--- config.mk ---
export PLATFORM = sky130hd
export DESIGN_NAME = gpio_bank_mux
export DESIGN_NICKNAME = d
export VERILOG_FILES = /design/src/rtl/gpb_pkg.sv /design/src/rtl/gpb_attr_reg.sv /design/src/rtl/gpb_rw_reg.sv /design/src/rtl/gpb_pad_mux.sv /design/src/rtl/gpio_bank_mux.sv
export SDC_FILE = /design/constraint.sdc
export NUM_CORES = 1
export LEC_CHECK = 0
export ABC_AREA = 1
export ABC_CLOCK_PERIOD_IN_PS = 3600
export CAP_MARGIN = 20
export CORE_AREA = 2 2 225 227
export CTS_CLUSTER_SIZE = 25
export DETAILED_ROUTE_END_ITERATION = 6
export DIE_AREA = 0 0 227 229
export GPL_TIMING_DRIVEN = 1
export PLACE_DENSITY = 0.75
export SYNTH_ARGS = -nofsm -noshare
export SYNTH_HDL_FRONTEND = slang
export SYNTH_HIERARCHICAL = 1
export SYNTH_SLANG_ARGS = --single-unit
--- constraint.sdc ---
create_clock -name clk -period 3.6 [get_ports clk]
set_input_delay 0.54 -clock clk [delete_from_list [all_inputs] [get_ports clk]]
set_output_delay 0.54 -clock clk [all_outputs]
set_load 0.01 [all_outputs]
--- src/rtl/gpb_pkg.sv ---
package gpb_pkg;

    localparam int GPB_AW = 5;

    // attribute indices; each has set at 3k, clear at 3k+1, status at 3k+2
    localparam int ATR_OWN = 0;
    localparam int ATR_OE  = 1;
    localparam int ATR_DAT = 2;
    localparam int ATR_PU  = 3;
    localparam int ATR_PD  = 4;
    localparam int ATR_IE  = 5;
    localparam int ATR_FLT = 6;
    localparam int ATR_MD  = 7;
    localparam int NATTR   = 8;

    localparam logic [GPB_AW-1:0] AD_SEL1  = GPB_AW'(3 * NATTR);
    localparam logic [GPB_AW-1:0] AD_SEL2  = GPB_AW'(3 * NATTR + 1);
    localparam logic [GPB_AW-1:0] AD_STDIS = GPB_AW'(3 * NATTR + 2);
    localparam logic [GPB_AW-1:0] AD_LEVEL = GPB_AW'(3 * NATTR + 3);

    typedef enum logic [1:0] {
        FN_A = 2'd0,
        FN_B = 2'd1,
        FN_C = 2'd2,
        FN_D = 2'd3
    } gpb_fn_e;

    typedef struct packed {
        logic lvl;
        logic en;
    } gpb_drv_t;

    function automatic logic [GPB_AW-1:0] attr_addr(input int attr, input int slot);
        return GPB_AW'(3 * attr + slot);
    endfunction

    function automatic gpb_fn_e fn_of(input logic s1, input logic s2);
        return gpb_fn_e'({s2, s1});
    endfunction

endpackage

--- src/rtl/gpb_attr_reg.sv ---
module gpb_attr_reg #(
    parameter int           W   = 32,
    parameter logic [W-1:0] RST = '0
) (
    input  logic         clk,
    input  logic         rst,
    input  logic [W-1:0] set_v,
    input  logic [W-1:0] clr_v,
    output logic [W-1:0] q
);

    logic [W-1:0] q_r;

    always_ff @(posedge clk) begin
        if (rst) q_r <= RST;
        else     q_r <= (q_r & ~clr_v) | set_v;
    end

    assign q = q_r;

    // strobed bits take the new value, the others keep theirs
    a_r2_set: assert property (@(posedge clk) disable iff (rst)
        (|set_v) |=> ((q & $past(set_v)) == $past(set_v)));
    a_r2_clear: assert property (@(posedge clk) disable iff (rst)
        ((|clr_v) && (set_v == '0)) |=> ((q & $past(clr_v)) == '0));
    a_r2_keep: assert property (@(posedge clk) disable iff (rst)
        1'b1 |=> (((q ^ $past(q)) & ~$past(set_v | clr_v)) == '0));

endmodule

--- src/rtl/gpb_rw_reg.sv ---
module gpb_rw_reg #(
    parameter int W = 32
) (
    input  logic         clk,
    input  logic         rst,
    input  logic         we,
    input  logic [W-1:0] d,
    output logic [W-1:0] q
);

    always_ff @(posedge clk) begin
        if (rst)     q <= '0;
        else if (we) q <= d;
    end

    // a plain word holds the last written data
    a_r8_write: assert property (@(posedge clk) disable iff (rst)
        we |=> (q == $past(d)));

endmodule

--- src/rtl/gpb_pad_mux.sv ---
module gpb_pad_mux
    import gpb_pkg::*;
#(
    parameter int NPINS = 32
) (
    input  logic             clk,
    input  logic             rst,
    input  logic [NPINS-1:0] own,
    input  logic [NPINS-1:0] dat,
    input  logic [NPINS-1:0] oe,
    input  logic [NPINS-1:0] md,
    input  logic [NPINS-1:0] sel1,
    input  logic [NPINS-1:0] sel2,
    input  logic [NPINS-1:0] pa_o,
    input  logic [NPINS-1:0] pb_o,
    input  logic [NPINS-1:0] pc_o,
    input  logic [NPINS-1:0] pd_o,
    input  logic [NPINS-1:0] pa_e,
    input  logic [NPINS-1:0] pb_e,
    input  logic [NPINS-1:0] pc_e,
    input  logic [NPINS-1:0] pd_e,
    output logic [NPINS-1:0] pad_out,
    output logic [NPINS-1:0] pad_oe
);

    for (genvar i = 0; i < NPINS; i++) begin : g_pin
        gpb_drv_t src;
        gpb_drv_t drv;

        always_comb begin
            unique case (fn_of(sel1[i], sel2[i]))
                FN_A:    src = '{lvl: pa_o[i], en: pa_e[i]};
                FN_B:    src = '{lvl: pb_o[i], en: pb_e[i]};
                FN_C:    src = '{lvl: pc_o[i], en: pc_e[i]};
                default: src = '{lvl: pd_o[i], en: pd_e[i]};
            endcase
            if (own[i]) src = '{lvl: dat[i], en: oe[i]};
            drv.lvl = src.lvl & ~md[i];
            drv.en  = src.en & ~(md[i] & src.lvl);
        end

        assign pad_out[i] = drv.lvl;
        assign pad_oe[i]  = drv.en;

        // an open-drain pad never drives a high level
        a_r6_no_high: assert property (@(posedge clk) disable iff (rst)
            md[i] |-> !pad_out[i]);
    end

endmodule

--- src/rtl/gpio_bank_mux.sv ---
module gpio_bank_mux
    import gpb_pkg::*;
#(
    parameter int NPINS = 32
) (
    input  logic              clk,
    input  logic              rst,
    input  logic              wr_en,
    input  logic              rd_en,
    input  logic [GPB_AW-1:0] addr,
    input  logic [NPINS-1:0]  wdata,
    output logic [NPINS-1:0]  rdata,
    input  logic [NPINS-1:0]  pad_in,
    input  logic [NPINS-1:0]  per_a_out,
    input  logic [NPINS-1:0]  per_b_out,
    input  logic [NPINS-1:0]  per_c_out,
    input  logic [NPINS-1:0]  per_d_out,
    input  logic [NPINS-1:0]  per_a_oe,
    input  logic [NPINS-1:0]  per_b_oe,
    input  logic [NPINS-1:0]  per_c_oe,
    input  logic [NPINS-1:0]  per_d_oe,
    output logic [NPINS-1:0]  pad_out,
    output logic [NPINS-1:0]  pad_oe,
    output logic [NPINS-1:0]  pad_pu,
    output logic [NPINS-1:0]  pad_pd,
    output logic [NPINS-1:0]  pad_st_dis,
    output logic [NPINS-1:0]  irq_en,
    output logic [NPINS-1:0]  flt_en
);

    localparam logic [NPINS-1:0] ALL1 = {NPINS{1'b1}};

    logic [NPINS-1:0] set_raw [NATTR];
    logic [NPINS-1:0] clr_raw [NATTR];
    logic [NPINS-1:0] clr_eff [NATTR];
    logic [NPINS-1:0] att_q   [NATTR];
    logic [NPINS-1:0] sel1_q, sel2_q, stdis_q;
    logic [NPINS-1:0] rd_mux;
    logic [NPINS-1:0] rdata_q;

    // strobe decode
    always_comb begin
        for (int a = 0; a < NATTR; a++) begin
            set_raw[a] = (wr_en && addr == attr_addr(a, 0)) ? wdata : '0;
            clr_raw[a] = (wr_en && addr == attr_addr(a, 1)) ? wdata : '0;
        end
    end

    // pull interlock: setting one pull clears the other
    always_comb begin
        for (int a = 0; a < NATTR; a++) clr_eff[a] = clr_raw[a];
        clr_eff[ATR_PU] = clr_raw[ATR_PU] | set_raw[ATR_PD];
        clr_eff[ATR_PD] = clr_raw[ATR_PD] | set_raw[ATR_PU];
    end

    for (genvar g = 0; g < NATTR; g++) begin : g_attr
        localparam logic [NPINS-1:0] RV = (g == ATR_OWN || g == ATR_PU) ? ALL1 : '0;
        gpb_attr_reg #(.W(NPINS), .RST(RV)) u_reg (
            .clk   (clk),
            .rst   (rst),
            .set_v (set_raw[g]),
            .clr_v (clr_eff[g]),
            .q     (att_q[g])
        );
    end

    gpb_rw_reg #(.W(NPINS)) u_sel1 (
        .clk (clk), .rst (rst), .we (wr_en && addr == AD_SEL1), .d (wdata), .q (sel1_q));
    gpb_rw_reg #(.W(NPINS)) u_sel2 (
        .clk (clk), .rst (rst), .we (wr_en && addr == AD_SEL2), .d (wdata), .q (sel2_q));
    gpb_rw_reg #(.W(NPINS)) u_stdis (
        .clk (clk), .rst (rst), .we (wr_en && addr == AD_STDIS), .d (wdata), .q (stdis_q));

    // read selection
    always_comb begin
        rd_mux = '0;
        for (int a = 0; a < NATTR; a++) begin
            if (addr == attr_addr(a, 2)) rd_mux = att_q[a];
        end
        if (addr == AD_SEL1)  rd_mux = sel1_q;
        if (addr == AD_SEL2)  rd_mux = sel2_q;
        if (addr == AD_STDIS) rd_mux = stdis_q;
        if (addr == AD_LEVEL) rd_mux = pad_in;
    end

    always_ff @(posedge clk) begin
        if (rst)        rdata_q <= '0;
        else if (rd_en) rdata_q <= rd_mux;
    end

    assign rdata = rdata_q;

    gpb_pad_mux #(.NPINS(NPINS)) u_mux (
        .clk     (clk),
        .rst     (rst),
        .own     (att_q[ATR_OWN]),
        .dat     (att_q[ATR_DAT]),
        .oe      (att_q[ATR_OE]),
        .md      (att_q[ATR_MD]),
        .sel1    (sel1_q),
        .sel2    (sel2_q),
        .pa_o    (per_a_out),
        .pb_o    (per_b_out),
        .pc_o    (per_c_out),
        .pd_o    (per_d_out),
        .pa_e    (per_a_oe),
        .pb_e    (per_b_oe),
        .pc_e    (per_c_oe),
        .pd_e    (per_d_oe),
        .pad_out (pad_out),
        .pad_oe  (pad_oe)
    );

    assign pad_pu     = att_q[ATR_PU];
    assign pad_pd     = att_q[ATR_PD];
    assign pad_st_dis = stdis_q;
    assign irq_en     = att_q[ATR_IE];
    assign flt_en     = att_q[ATR_FLT];

    // the two pulls are never on together
    a_r7_pull_excl: assert property (@(posedge clk) disable iff (rst)
        (pad_pu & pad_pd) == '0);

    // read data holds between reads
    a_r10_hold: assert property (@(posedge clk) disable iff (rst)
        !rd_en |=> $stable(rdata));

endmodule

==> results.toml, run 1 <==
[run_status]
status = "finished, final reports clean"

[drt]
routed_wl_mm = 106.4
drt_iter0_markers = 3010
num_vias = 27564
avgRoutedWirePerCell_um = 19.86
drc = 0
ant_nets = 0
vias_per_cell = 5.145
firstDrtPassIters = 6

[global_route]
grt_max_degree = 121
grt_pass1_wl_mm = 154.5
grt_overflow = 0
antenna_found_initial = 4
grt_pass1_vias = 25445
grt_usage_pct = 39.77

[power]
powerDensity_mw_per_mm2 = 322.3
p_leak_uw = 0.01320
ir_drop_v = 0.0002894

[setup_path]
r2r_slack_ps = 1870
cp_slowest_cell = "clkdlybuf4s50_1"
crit_buf_inv = 1
crit_end = "pad_oe[17]"
cpLargestDelayFamily = "buffers and inverters"
worstReg2RegStart = "g_attr[0].u_reg/q[18]"
reg2reg_to = "rdata[18]"
worst_ep_arrival_time_ps = 2630
worstSetupEndpointType = "output port"
ff2ff_path_depth = 8
crit_fanout = 8
slowest_delay_ps = 640
critPathKind = "flop to output port"
required_ps = 3060
cp-start-kind = "flop"
path_cells = "nor2_1, nand2_1, nand3_1, nand2_1, nand2_1, a21oi_1, clkdlybuf4s50_1"
cp_common_cell = "nand2_1"
startpoint = "u_sel1/q[17]"
worstSetupPathDepth = 7

[floorplan]
start_util_pct = 47.24
die-area_mm2 = 0.05198
fp.dieH_um = 229
die_x_um = 227
rows = 82
io_pins = 585
core-area_mm2 = 0.04966

[sta]
tns_ps = 0
min_period_ps = 3170
hold_viol_final = 0
fin_crit_sh_pct = 88.06
worstMarginPinSlew_ps = 999.4
slew_headroom_pct = 33.28
fmax_ghz = 0.3155
rsz0062_at_grt = "no"
slew_viol_final = 0
setup_violations = 0
fin_skew_ps = 8.628

[clock_tree]
clockRootBuffer = "clkbuf_16"
cts_resized = 0
clk_pin_slew_ps = 60
h-tree-depth = 2
cts.path.max_buffers = 3
post_cts_buffers = 0
insertion_delay_ps = 580
cts_tree = "built"
ctsHoldBuffers = 0
cts_sinks = 384
cts_buffers = 43

[logic_synthesis]
synth-seq-cells = 384
synth_largest_area_cell = "dfxtp_1"
synth_area_per_cell_um2 = 5.648
syn_area_mm2 = 0.02346
synth_area_leaders = "dfxtp_1, nor2_1, nand2_1"
ys_warn_count = 6
yosysSeqAreaShare_pct = 32.77
syn_nets = 4483
netlist_instances = 4154
synth_top_area_share_pct = 32.77
synth_cell_types = 28

[cells_and_area]
final_cell_mix = "nor2_1, nand2_1, inv_1"
nNetsFinal = 4982
area_growth_syn_to_layout_pct = 31.78
multi_input_area_mm2 = 0.01195
num-fill-cells = 4941
drive_gt1_share_pct = 4.079
regArea_mm2 = 0.007687
layout_commonest_cell = "nor2_1"
postLayoutCellArea_mm2 = 0.03091

[place]
gp_congestion = 0.9555
place_area_mm2 = 0.02951
port_buffers = 584
dp_hpwl_mm = 78.53

[job]
max_cap_violations = 0

[worst_hold_path]
hold_path.class = "input port to flop"
==> logic make-up (layout without fill, tap and decap cells) <==
family / count (synthesis) / count (layout) / synth area share (%)
and+or+nand+nor: 2432 / 2432 / 41.30
other: 0 / 3 / 0
DFF: 384 / 384 / 32.77
buffers and inverters: 910 / 1438 / 16.66
AOI/OAI and AO/OA: 428 / 428 / 9.275
==> worst register-to-register path: stages, from the launching register on <==
cell,delay (ps)
dfxtp_1,380
nand2_1,100
nand3_1,210
nor2_1,140
nand4_1,280
nor2_1,260
nand4_1,110
nand2_1,80
a21oi_1,50
==> per-layer routing <==
| layer | global-route usage, % | wire [µm] | vias to the layer above |
|---|---|---|---|
| li1 | - | - | 13399 |
| met4 | 35.48 | 10810 | 4 |
| met2 | 66.00 | 48860 | 1470 |
| met3 | 6.376 | 9203 | 384 |
| met5 | 0 | 23 | - |
| met1 | 43.70 | 37480 | 12307 |
==> power by group <==
part | leakage [µW] | switching [µW] | internal (µW)
Sequential | 0.00310 | 64.2 | 4300
Clock | 0.000673 | 1850 | 2560
Combinational | 0.00942 | 656 | 538
==> per-stage QoR <==
step	total power [µW]	worst slack, ps	utilization [%]	instances	hold WS (ps)
after floorplan	4931	1665	-	4154	445.8
after global placement	5620	551.6	59.43	5279	456.8
after detailed placement	5623	518.5	59.43	5279	457.3
after CTS	9968	405.4	62.19	5353	345.0
after global routing	10230	320.6	62.25	5355	366.7
final	9965	430.0	62.26	5357	362.2
==> synth_stat cells, drive strengths merged <==
master / number
buf: 87
nor3: 4
nand4: 55
a21oi: 351
dfxtp: 384
o21ai: 77
nand2: 1058
dlygate4sd3: 3
dlygate4sd1: 1
or2: 2
inv: 728
clkbuf: 91
nor2: 1121
nand3: 181
and3: 11
==> worst min path at each step <==
stage | startpoint | endpoint | slack [ps] | depth (start not counted)
after floorplan | g_attr[1].u_reg/q[28] | g_attr[1].u_reg/q[28] | 450 | 2
after global placement | g_attr[3].u_reg/q[14] | g_attr[3].u_reg/q[14] | 460 | 2
after detailed placement | g_attr[3].u_reg/q[13] | g_attr[3].u_reg/q[13] | 460 | 2
after CTS | rst | rdata[29] | 350 | 2
after global routing | rst | g_attr[7].u_reg/q[21] | 370 | 2
final | rst | g_attr[2].u_reg/q[21] | 360 | 2
==> flip-flops by register name, indices dropped and copies added (netlist names) <==
name / count
rdata: 32
u_sel1/q: 32
g_attr.u_reg/q: 256
u_sel2/q: 32
u_stdis/q: 32
==> cell type report <==
class                      instances  share of cell area [%]
antenna                            3                 0.02428
clock buffer                      69                   4.258
timing repair buffer             636                   20.45
sequential                       384                   24.87
tap                              672                   2.720
clock inverter                     5                  0.1740
inverter                         728                   8.839
multi-input combinational       2860                   38.66
Power figures use the tool's default switching activity.
==> run 2, diff against run 1 <==
--- a/config.mk
+++ b/config.mk
@@ -12,6 +12,7 @@
 export CTS_CLUSTER_SIZE = 25
 export DETAILED_ROUTE_END_ITERATION = 6
 export DIE_AREA = 0 0 227 229
+export GPL_ROUTABILITY_DRIVEN = 0
 export GPL_TIMING_DRIVEN = 1
 export PLACE_DENSITY = 0.75
 export SYNTH_ARGS = -nofsm -noshare
==> run 2 against run 1 <==
Effect of this change: wire length increased by 0.55%; fmax increased by 2.9%; hold slack improved by 68 ps; total power increased by 0.85%; critical path type unchanged; worst setup slack improved by 88 ps.
==> results.toml, run 2 (synthesized netlist as in run 1, its figures left out) <==
[place]
dp_hpwl_mm = 78.80
dp_slack_ps = 541.4
port_buffers = 584

[power]
p_clk_share_pct = 44.7
p_int_uw = 7437
p_leak_uw = 0.01323
powerDensity_mw_per_mm2 = 324.5
p_sw_share_pct = 25.99
p_switching_uw = 2612
ir_drop_v = 0.0003131
power.total_uw = 10050
p_seq_share_pct = 43.4
combPwrFrac_pct = 11.9

[setup_path]
r2r_slack_ps = 1760
ff2ff_path_depth = 8
reg2reg_to = "rdata[27]"
worst_ep_arrival_time_ps = 2540
worstReg2RegStart = "g_attr[0].u_reg/q[27]"
required_ps = 3060
critPathKind = "flop to output port"
worstSetupEndpointType = "output port"
cp-start-kind = "flop"
crit_fanout = 7

[drt]
drt_iter0_markers = 3084
num_vias = 27839
firstDrtPassIters = 6
vias_per_cell = 5.187
drc = 0
avgRoutedWirePerCell_um = 19.93
routed_wl_mm = 107.0
ant_nets = 0

[worst_hold_path]
whs_path_depth = 2
min_from = "rst"
min_to = "g_attr[5].u_reg/q[31]"
hold_path.class = "input port to flop"

[clock_tree]
clk_pin_slew_ps = 60
insertion_delay_ps = 590
ctsHoldBuffers = 0
cts_sinks = 384
post_cts_buffers = 0
cts_buffers = 43
h-tree-depth = 2
cts.path.max_buffers = 3
cts_resized = 0
clockRootBuffer = "clkbuf_16"
cts_tree = "built"

[global_route]
grt_pass1_vias = 25259
grt_overflow = 0
antenna_found_initial = 7
grt_max_degree = 93
grt_usage_pct = 39.71
grt_pass1_wl_mm = 154.0

[run_status]
status = "finished, final reports clean"

[sta]
fmax_ghz = 0.3245
fin_skew_ps = 18.07
hold_viol_final = 0
setup_violations = 0
worstMarginPinSlew_ps = 1058
worst_slack_ps = 518.0
fin_crit_sh_pct = 85.61
tns_ps = 0
slew_viol_final = 0
rsz0062_at_grt = "no"
slew_headroom_pct = 29.46
min_period_ps = 3082

[job]
max_cap_violations = 0

[cells_and_area]
drive_gt1_share_pct = 4.245
nNetsFinal = 4983
layout_commonest_cell = "nor2_1"
area_growth_syn_to_layout_pct = 31.98
final_cell_mix = "nor2_1, nand2_1, inv_1"
largest_reg_flops = 256
top_register = "g_attr.u_reg/q"

[floorplan]
core-area_mm2 = 0.04966
start_util_pct = 47.24
fp.dieH_um = 229
die-area_mm2 = 0.05198
rows = 82
io_pins = 585
die_x_um = 227
[run 2: cell type report]
class / instances / area (µm²)
Fill cell: 4967 / 18690
Multi-Input combinational cell: 2860 / 11950
Sequential cell: 384 / 7687
Timing Repair Buffer: 637 / 6331
Inverter: 728 / 2733
Clock buffer: 65 / 1281
Tap cell: 672 / 840.8
Clock inverter: 14 / 120.1
Antenna cell: 7 / 17.52
[run 2: per-stage QoR]
step	hold WS, ps	cell area, µm²	cells	util [%]
2_1_floorplan	445.8	23460	4154	-
3_3_place_gp	456.7	29520	5280	59.44
3_5_place_dp	452.7	29540	5281	59.50
4_1_cts	448.1	30950	5360	62.32
5_1_grt	467.1	30950	5363	62.33
6_report	430.3	30960	5367	62.35
[run 2: power by group through the flow]
stage | combinational, µW | clock, µW | sequential (µW)
after global routing | 1270 | 4670 | 4370
after floorplan | 485 | 0 | 4450
after detailed placement | 1170 | 0 | 4460
final | 1200 | 4490 | 4360
after global placement | 1160 | 0 | 4460
after CTS | 1170 | 4490 | 4360
[run 2: how the worst max path moves through the flow]
stage	end	depth (start not counted)	start	slack [ps]
2_1_floorplan	g_attr[3].u_reg/q[30]	12	addr[4]	1660
3_3_place_gp	rdata[6]	13	addr[0]	640
3_5_place_dp	rdata[6]	13	addr[0]	540
4_1_cts	pad_oe[17]	7	u_sel1/q[17]	610
5_1_grt	pad_oe[27]	7	u_sel2/q[27]	450
6_report	pad_oe[27]	7	u_sel2/q[27]	520
[run 2: per-layer routing]
| layer | share of wire (%) | track usage [%] | up-vias | wire length (µm) |
|---|---|---|---|---|
| li1 | - | - | 13426 | - |
| met1 | 34 | 43.18 | 12444 | 36710 |
| met2 | 47 | 66.34 | 1581 | 49980 |
| met3 | 9.4 | 7.710 | 384 | 10090 |
| met4 | 9.5 | 33.50 | 4 | 10160 |
| met5 | 0.022 | 0 | - | 23 |
[run 2: worst max-delay path: stages (launching register included)]
cell	delay [ps]
dfxtp_1	480
nand2_1	280
nor2_1	170
nor2_1	50
nand2_1	90
nand2_1	60
a21oi_1	140
clkdlybuf4s50_1	690
